File: config.mk
export PLATFORM = sky130hd
export DESIGN_NAME = pinbank_gpio
export DESIGN_NICKNAME = d
export VERILOG_FILES = /design/src/rtl/pinbank_pkg.sv /design/src/rtl/pinbank_sync.sv /design/src/rtl/pinbank_bank.sv /design/src/rtl/pinbank_gpio.sv
export SDC_FILE = /design/constraint.sdc
export NUM_CORES = 1
export LEC_CHECK = 0
export BUFFER_PORTS_ARGS = -buffer_cell sky130_fd_sc_hd__buf_4
export CORE_ASPECT_RATIO = 1.5
export CORE_UTILIZATION = 54
export CTS_BUF_LIST = sky130_fd_sc_hd__clkbuf_4 sky130_fd_sc_hd__clkbuf_8
export DETAILED_ROUTE_END_ITERATION = 6
export PLACE_DENSITY = 0.84
export SLEW_MARGIN = 20
export SYNTH_ARGS = -nofsm -noshare
export SYNTH_HDL_FRONTEND = slang
export SYNTH_HIERARCHICAL = 1
export SYNTH_SLANG_ARGS = --single-unit
export TNS_END_PERCENT = 50
File: constraint.sdc
create_clock -name clk -period 2.6 [get_ports clk]
set_input_delay 0.52 -clock clk [delete_from_list [all_inputs] [get_ports clk]]
set_output_delay 0.52 -clock clk [all_outputs]
set_load 0.01 [all_outputs]
File: src/rtl/pinbank_pkg.sv
// Shared constants for the banked GPIO controller.
// Assumes a 64-byte window per bank; register offsets are byte addresses.
package pinbank_pkg;
    localparam int WIN_BITS = 6;

    localparam logic [WIN_BITS-1:0] REG_MSTAT  = 6'h00;
    localparam logic [WIN_BITS-1:0] REG_STAT   = 6'h04;
    localparam logic [WIN_BITS-1:0] REG_MSET   = 6'h08;
    localparam logic [WIN_BITS-1:0] REG_MCLR   = 6'h0C;
    localparam logic [WIN_BITS-1:0] REG_DIR    = 6'h10;
    localparam logic [WIN_BITS-1:0] REG_OUT    = 6'h14;
    localparam logic [WIN_BITS-1:0] REG_IN     = 6'h18;
    localparam logic [WIN_BITS-1:0] REG_STICKY = 6'h20;
endpackage

File: src/rtl/pinbank_sync.sv
// Two-flop synchronizer for the pin inputs, plus one more stage that
// holds the previous synchronized value for edge detection.
// Assumes pin_in is asynchronous; each bit is treated on its own.
module pinbank_sync #(
    parameter int W = 32
) (
    input  logic         clk,
    input  logic         rst_n,
    input  logic [W-1:0] async_in,
    output logic [W-1:0] sync_out,
    output logic [W-1:0] sync_prev
);
    logic [W-1:0] meta_q;

    // Shift the pin levels through the synchronizer and the history stage.
    always_ff @(posedge clk) begin
        if (!rst_n) begin
            meta_q    <= '0;
            sync_out  <= '0;
            sync_prev <= '0;
        end else begin
            meta_q    <= async_in;
            sync_out  <= meta_q;
            sync_prev <= sync_out;
        end
    end
endmodule

File: src/rtl/pinbank_bank.sv
// One bank of the GPIO controller: direction, output data, mask, sticky
// and status registers for W pins, its register read mux and the bank's
// masked interrupt term.
// Assumes the caller decodes bank selection and passes the window offset.
module pinbank_bank
    import pinbank_pkg::*;
#(
    parameter int W = 8
) (
    input  logic                clk,
    input  logic                rst_n,
    input  logic                sel,
    input  logic                we,
    input  logic [WIN_BITS-1:0] offs,
    input  logic [W-1:0]        wdata,
    input  logic [W-1:0]        sync_in,
    input  logic [W-1:0]        prev_in,
    output logic [W-1:0]        rdata,
    output logic [W-1:0]        out_q,
    output logic [W-1:0]        dir_q,
    output logic [W-1:0]        stat_q,
    output logic [W-1:0]        mask_q,
    output logic [W-1:0]        sticky_q,
    output logic                irq_any
);
    logic         wr;
    logic [W-1:0] clr_bits;
    logic [W-1:0] set_bits;

    assign wr = sel && we;

    // Status bits to clear this cycle from a write to the status offset.
    assign clr_bits = (wr && offs == REG_STAT) ? wdata : '0;

    // Status bits to set: level for sticky pins, rising edge otherwise.
    assign set_bits = (sticky_q & sync_in) | (~sticky_q & sync_in & ~prev_in);

    // Direction and output data registers, written directly.
    always_ff @(posedge clk) begin
        if (!rst_n) begin
            dir_q <= '1;
            out_q <= '0;
        end else if (wr) begin
            if (offs == REG_DIR) dir_q <= wdata;
            if (offs == REG_OUT) out_q <= wdata;
        end
    end

    // Mask register with separate set and clear write ports.
    always_ff @(posedge clk) begin
        if (!rst_n) begin
            mask_q <= '1;
        end else if (wr) begin
            if (offs == REG_MSET) mask_q <= mask_q | wdata;
            if (offs == REG_MCLR) mask_q <= mask_q & ~wdata;
        end
    end

    // Sticky selector, set-only from the bus.
    always_ff @(posedge clk) begin
        if (!rst_n) sticky_q <= '0;
        else if (wr && offs == REG_STICKY) sticky_q <= sticky_q | wdata;
    end

    // Raw status: clear first, then a new set wins in the same cycle.
    always_ff @(posedge clk) begin
        if (!rst_n) stat_q <= '0;
        else        stat_q <= (stat_q & ~clr_bits) | set_bits;
    end

    // Register read mux for this bank's window.
    always_comb begin
        case (offs)
            REG_MSTAT:  rdata = stat_q & ~mask_q;
            REG_STAT:   rdata = stat_q;
            REG_MSET:   rdata = mask_q;
            REG_DIR:    rdata = dir_q;
            REG_OUT:    rdata = out_q;
            REG_IN:     rdata = sync_in;
            REG_STICKY: rdata = sticky_q;
            default:    rdata = '0;
        endcase
    end

    // The bank's contribution to the combined interrupt.
    assign irq_any = |(stat_q & ~mask_q);
endmodule

File: src/rtl/pinbank_gpio.sv
// Top level of the banked GPIO controller: synchronizes the pins, decodes
// the bank from the address, instantiates one register bank per group of
// pins and merges read data and interrupts.
// Assumes ADDR_W equals WIN_BITS plus the bank index width.
module pinbank_gpio
    import pinbank_pkg::*;
#(
    parameter int N_BANKS = 4,
    parameter int BANK_W  = 8,
    parameter int ADDR_W  = 8,
    parameter int DATA_W  = 16
) (
    input  logic                      clk,
    input  logic                      rst_n,
    input  logic [ADDR_W-1:0]         bus_addr,
    input  logic                      bus_we,
    input  logic [DATA_W-1:0]         bus_wdata,
    output logic [DATA_W-1:0]         bus_rdata,
    input  logic [N_BANKS*BANK_W-1:0] pin_in,
    output logic [N_BANKS*BANK_W-1:0] pin_out,
    output logic [N_BANKS*BANK_W-1:0] pin_oe,
    output logic                      irq
);
    localparam int NPINS  = N_BANKS * BANK_W;
    localparam int BIDX_W = ADDR_W - WIN_BITS;

    logic [NPINS-1:0]        sync_v;
    logic [NPINS-1:0]        prev_v;
    logic [NPINS-1:0]        stat_v;
    logic [NPINS-1:0]        mask_v;
    logic [NPINS-1:0]        sticky_v;
    logic [NPINS-1:0]        dir_v;
    logic [BANK_W-1:0]       bank_rd [N_BANKS];
    logic [N_BANKS-1:0]      bank_irq;
    logic [N_BANKS-1:0]      bank_sel;
    logic [BIDX_W-1:0]       bank_idx;
    logic [WIN_BITS-1:0]     offs;
    logic                    unused_hi;

    assign bank_idx  = bus_addr[ADDR_W-1:WIN_BITS];
    assign offs      = bus_addr[WIN_BITS-1:0];
    assign unused_hi = ^bus_wdata[DATA_W-1:BANK_W];

    pinbank_sync #(.W(NPINS)) u_sync (
        .clk       (clk),
        .rst_n     (rst_n),
        .async_in  (pin_in),
        .sync_out  (sync_v),
        .sync_prev (prev_v)
    );

    for (genvar b = 0; b < N_BANKS; b++) begin : g_bank
        localparam int LO = b * BANK_W;

        // One-hot bank select from the address.
        assign bank_sel[b] = (bank_idx == BIDX_W'(b));

        pinbank_bank #(.W(BANK_W)) u_bank (
            .clk      (clk),
            .rst_n    (rst_n),
            .sel      (bank_sel[b]),
            .we       (bus_we),
            .offs     (offs),
            .wdata    (bus_wdata[BANK_W-1:0]),
            .sync_in  (sync_v[LO +: BANK_W]),
            .prev_in  (prev_v[LO +: BANK_W]),
            .rdata    (bank_rd[b]),
            .out_q    (pin_out[LO +: BANK_W]),
            .dir_q    (dir_v[LO +: BANK_W]),
            .stat_q   (stat_v[LO +: BANK_W]),
            .mask_q   (mask_v[LO +: BANK_W]),
            .sticky_q (sticky_v[LO +: BANK_W]),
            .irq_any  (bank_irq[b])
        );
    end

    // Output enable is active for pins configured as outputs.
    assign pin_oe = ~dir_v;

    // Merge the selected bank's read data, zero-extended to the bus width.
    always_comb begin
        bus_rdata = '0;
        for (int b = 0; b < N_BANKS; b++) begin
            if (bank_sel[b]) bus_rdata[BANK_W-1:0] = bank_rd[b];
        end
    end

    // Combined interrupt from all banks.
    assign irq = |bank_irq;
endmodule

## Word level (Yosys, flattened, before mapping)

Cells that the tools add are included.

- Logic and storage cells: 139
- Input bits: 59
- Flip-flop bits (word level): 256
- Output and inout bits: 81

- Equal/unequal tests: 10
- Reduce and logical (&&, ||, !) cells: 28
- Bitwise operators: 58
- Mux-type cells: 20

Operators by type and width:

| kind | count |
|---|---|
| $pmux W8 S7 | 4 |
| $and A8 B8 Y8 | 24 |
| $not A8 Y8 | 17 |
| $mux W8 | 16 |
| $or A8 B8 Y8 | 16 |
| $not A32 Y32 | 1 |
| $reduce_or A32 Y1 | 1 |
| $reduce_and A2 Y1 | 12 |
| $eq A6 B5 Y1 const B | 3 |
| $eq A6 B4 Y1 const B | 2 |
| $logic_and A1 B1 Y1 | 12 |
| $eq A6 B3 Y1 const B | 1 |
| $eq A6 B6 Y1 const B | 1 |
| $logic_not A6 Y1 | 1 |
| $eq A2 B2 Y1 const B | 2 |
| $eq A2 B1 Y1 const B | 1 |
| $logic_not A2 Y1 | 1 |
| $reduce_bool A2 Y1 | 1 |

## Logic depth before layout (Yosys ltp)

- Word-level depth: 7
- Depth in mapped cells: 7
- Depth with buffers taken out: 5

## Hierarchy

Netlist, hierarchy kept.

Modules (own cells, without submodules):

| module | area an instance (µm²) | sequential area each (µm²) | times used | cells each |
|---|---|---|---|---|
| pinbank_bank | 2093.3 | 800.8 | 4 | 239 |
| pinbank_sync | 2603.7 | 1921.8 | 1 | 202 |
| pinbank_gpio | 419.2 | 0.0 | 1 | 56 |

## Least setup slack after synthesis

No wires, ideal clock.

- Kind: input-to-output
- Start: input port bus_addr[4]
- End: output port bus_rdata[0]
- Arrival time: 2.327 ns
- Cell stages on the path: 6
- Required time: 2.080 ns
- Path slack: -0.247 ns
- Cell sequence: clkbuf_1 -> clkbuf_1 -> mux2_2 -> a22oi_1 -> o211ai_1 -> mux4_1

RTL lines:

| element | line | text |
|---|---|---|
| start: declaration | pinbank_gpio.sv:15 | `input logic [ADDR_W-1:0] bus_addr,` |
| end: declaration | pinbank_gpio.sv:18 | `output logic [DATA_W-1:0] bus_rdata,` |

## Worst setup path after layout

- Start: register g_bank[1].u_bank.stat_q[6]
- End: output port irq

- Cells in the longest elaborated chain, start to end: 2

Ends and longest elaborated chain:

| element | line | text |
|---|---|---|
| start: declaration | pinbank_bank.sv:21 | `output logic [W-1:0] stat_q,` |
| start signal: assignment | pinbank_bank.sv:68 | `else stat_q <= (stat_q & ~clr_bits) \| set_bits;` |
| $and A8 B8 Y8 | pinbank_bank.sv:86 | `assign irq_any = \|(stat_q & ~mask_q);` |
| $reduce_or A32 Y1 | pinbank_gpio.sv:89 | `assign irq = \|bank_irq;` |
| end: declaration | pinbank_gpio.sv:22 | `output logic irq` |

Every way passes these cells.

==> results.toml <==
[run_status]
status = "complete, but fails checks"
violations = "negative setup slack"

[timing]
rsz0062_at_grt = "yes"
finalWorstSetupSlack_ns = -0.253
period_needed_ns = 2.85
tightest_slew_ns = 0.615
slew_headroom_pct = 58.7
skew_ns = 0.0103
holdWs_ns = 0.181
drv_slew = 0
timing.fmax_mhz = 350
fin_tns_setup_ns = -1.73
fin_crit_sh_pct = 110
hold_viol = 0
setup_viol = 9

[floorplan]
io_pins = 140
die_width_um = 121
die-area_sq_um = 21700
initial_core_util_pct = 55.4
num_rows = 64
die_h_um = 180
core_area_sq_um = 20600

[setup_path]
crit_fanout = 2
cp-startpoint = "g_bank[1].u_bank/stat_q[6]"
cp-end-kind = "output pin"
start_kind = "flip-flop"
rrSetupSlack_ns = 1.52
worstReg2RegStart = "u_sync/sync_out[15]"
cp.arrival_ns = 2.33
critPathCapture = "irq"
worstSetupPathType = "flip-flop to output pin"
cp.required_ns = 2.08
r2r-end = "g_bank[1].u_bank/stat_q[7]"
r2r_cells = 3

[placed_design]
place_congestion = 0.916
postPlaceCellArea_sq_um = 13100
portBuffers = 123
dp_hpwl_um = 22500

[pwr]
clockPowerShare_pct = 41.9
leakage_uw = 0.00603
power_density_nw_per_um2 = 566
power_frac_comb_pct = 8.9
p_int_uw = 6280
ir_worst_vdd_uv = 423
seq_power_share_pct = 49.2
p_sw_share_pct = 23.9
switchingPower_uw = 1980

[synth]
syn_area_per_cell_sq_um = 9.39
post-synth-top-count-cell = "dfxtp_1"
ys_ff_latch = 256
yosysSeqAreaShare_pct = 45.0
ys_types = 45
synth_area_leaders = "dfxtp_1 45%, and2_1 5.3%, nand2_1 4.1%"
netlist_top_cells_count = "256 x dfxtp_1, 124 x nand2_1, 97 x and2_1"
synth.cell_area_sq_um = 11400
yosysTopAreaCell = "dfxtp_1"
ys_async_sr_fraction_pct = 0
synth_top_area_share_pct = 45.0
synth_warnings = 6
synth_ff_type = "dfxtp_1"
synth_edf_count = 0
netlist_instances = 1214

[cts]
cts_buffer_depth = 3
cts-buffers-inserted = 39
htree_levels = 2
clkSinkCount = 256
cts_tree = "yes"
clk_latency_ns = 0.54
cts-root-buf = "clkbuf_8"
hold_buffers = 0
clkTransAtPathRegs_ns = 0.06

[drt]
wl_per_cell_um = 19.8
drtIter0Drc = 934
antenna_left = 0
drcViolationCount = 0
totalWireLength_um = 34000
drtPass1Iterations = 5
vias = 10200
viasPerCell = 5.96

[global_route]
grt_max_degree = 112
grt_overflow_total = 0
grt_pass1_wl_um = 53400
grt_pass1_vias = 9950
grt_usage_pct = 31.3
antenna_found_initial = 1

[cells_and_area]
drive_gt1_share_pct = 29.8
final_cell_area_sq_um = 14600
finalNetCount = 1489
areaGrowthSynthToFinish_pct = 27.9

[job]
cap_violations = 0

[hold_path]
hp-class = "input pin to flip-flop"
-- power by group through the flow --
stage          Combinational [uW]  Clock, uW  Sequential, uW
2_1_floorplan                 369          0            4130
3_3_place_gp                  631          0            4140
3_5_place_dp                  645          0            4140
4_1_cts                       688       3510            4060
5_1_grt                       780       3700            4070
6_report                      735       3460            4060
-- timing repair --
action,in CTS,in global routing
endpoints found under the hold margin,0,0
gates cloned,2,0
pin swaps,24,17
endpoints found under the setup margin,9,9
gates resized for setup,79,49
setup buffers,4,4
-- stage by stage --
stage	total power, uW	instances	setup WS (ns)	util, %
final	8250	1719	-0.253	70.8
after global routing	8550	1718	-0.299	70.8
after CTS	8260	1714	-0.237	69.6
after detailed placement	4790	1643	-0.360	63.7
after global placement	4770	1643	-0.368	63.7
after floorplan	4490	1221	0.00575	-
-- worst min path at each step --
stage                           start                  end  slack [ns]  depth (start not counted)
floorplan           u_sync/meta_q[30]  u_sync/sync_out[30]        0.41                          1
global placement    u_sync/meta_q[30]  u_sync/sync_out[30]        0.41                          1
detailed placement  u_sync/meta_q[23]  u_sync/sync_out[23]        0.42                          1
CTS                        pin_in[20]    u_sync/meta_q[20]        0.17                          2
global route               pin_in[21]    u_sync/meta_q[21]        0.16                          2
finish                     pin_in[18]    u_sync/meta_q[18]        0.18                          2
-- layout by cell type (no fill, tap or decap), types with 8 or more instances in the layout --
cell and count:
buf_4 204, nor3_4 8, a21oi_1 12, nor4_4 8, nand3_1 32, a211oi_1 32
a21bo_2 8, nor3b_1 8, and3_1 12, a22oi_1 28, o211ai_1 24, a31oi_1 41
nor3_2 11, o21ai_0 64, clkbuf_8 50, mux2i_1 32, o21a_1 16, and2_1 97
dfxtp_1 250, a22oi_2 12, a32oi_1 8, nand2_1 122, conb_1 8, mux2_2 20
inv_1 92, a22o_1 44, buf_6 27, a21boi_0 40, mux4_2 8, a2bb2oi_1 12
nor2b_1 16, nand2b_1 16, clkbuf_4 8
-- layout make-up --
class                           instances  area (sq um)
Inverter                               92           345
Multi-Input combinational cell        797          5860
Fill cell                            1516          6010
Antenna cell                            1          2.50
Clock inverter                          7          63.8
Tap cell                              264           330
Clock buffer                           58           748
Sequential cell                       256          5130
Timing Repair Buffer                  244          2090
-- cell families after synthesis --
family                 after synthesis  synth area share, %
and+or+nand+nor                    373                 19.5
muxes                               60                 6.43
AOI/OAI and AO/OA                  356                 22.3
other                                1               0.0329
DFF                                256                 45.0
buffers and inverters              168                 6.74
-- routing by layer --
layer	share of wire, %	global-route usage [%]	wire length [um]	vias to the layer above
met5	0	0	0	-
met4	5.2	17.6	1780	0
met3	6.9	5.77	2340	144
met2	49	52.0	16500	484
met1	39	37.6	13400	4867
li1	-	-	-	4744
-- critical path, stage by stage (launching register included) --
cell	delay [ns]
dfxtp_2	0.33
nor2b_4	0.13
a2111oi_4	0.35
o2111ai_2	0.23
or4_4	0.61
buf_6	0.14
Power figures use the tool's default switching activity.
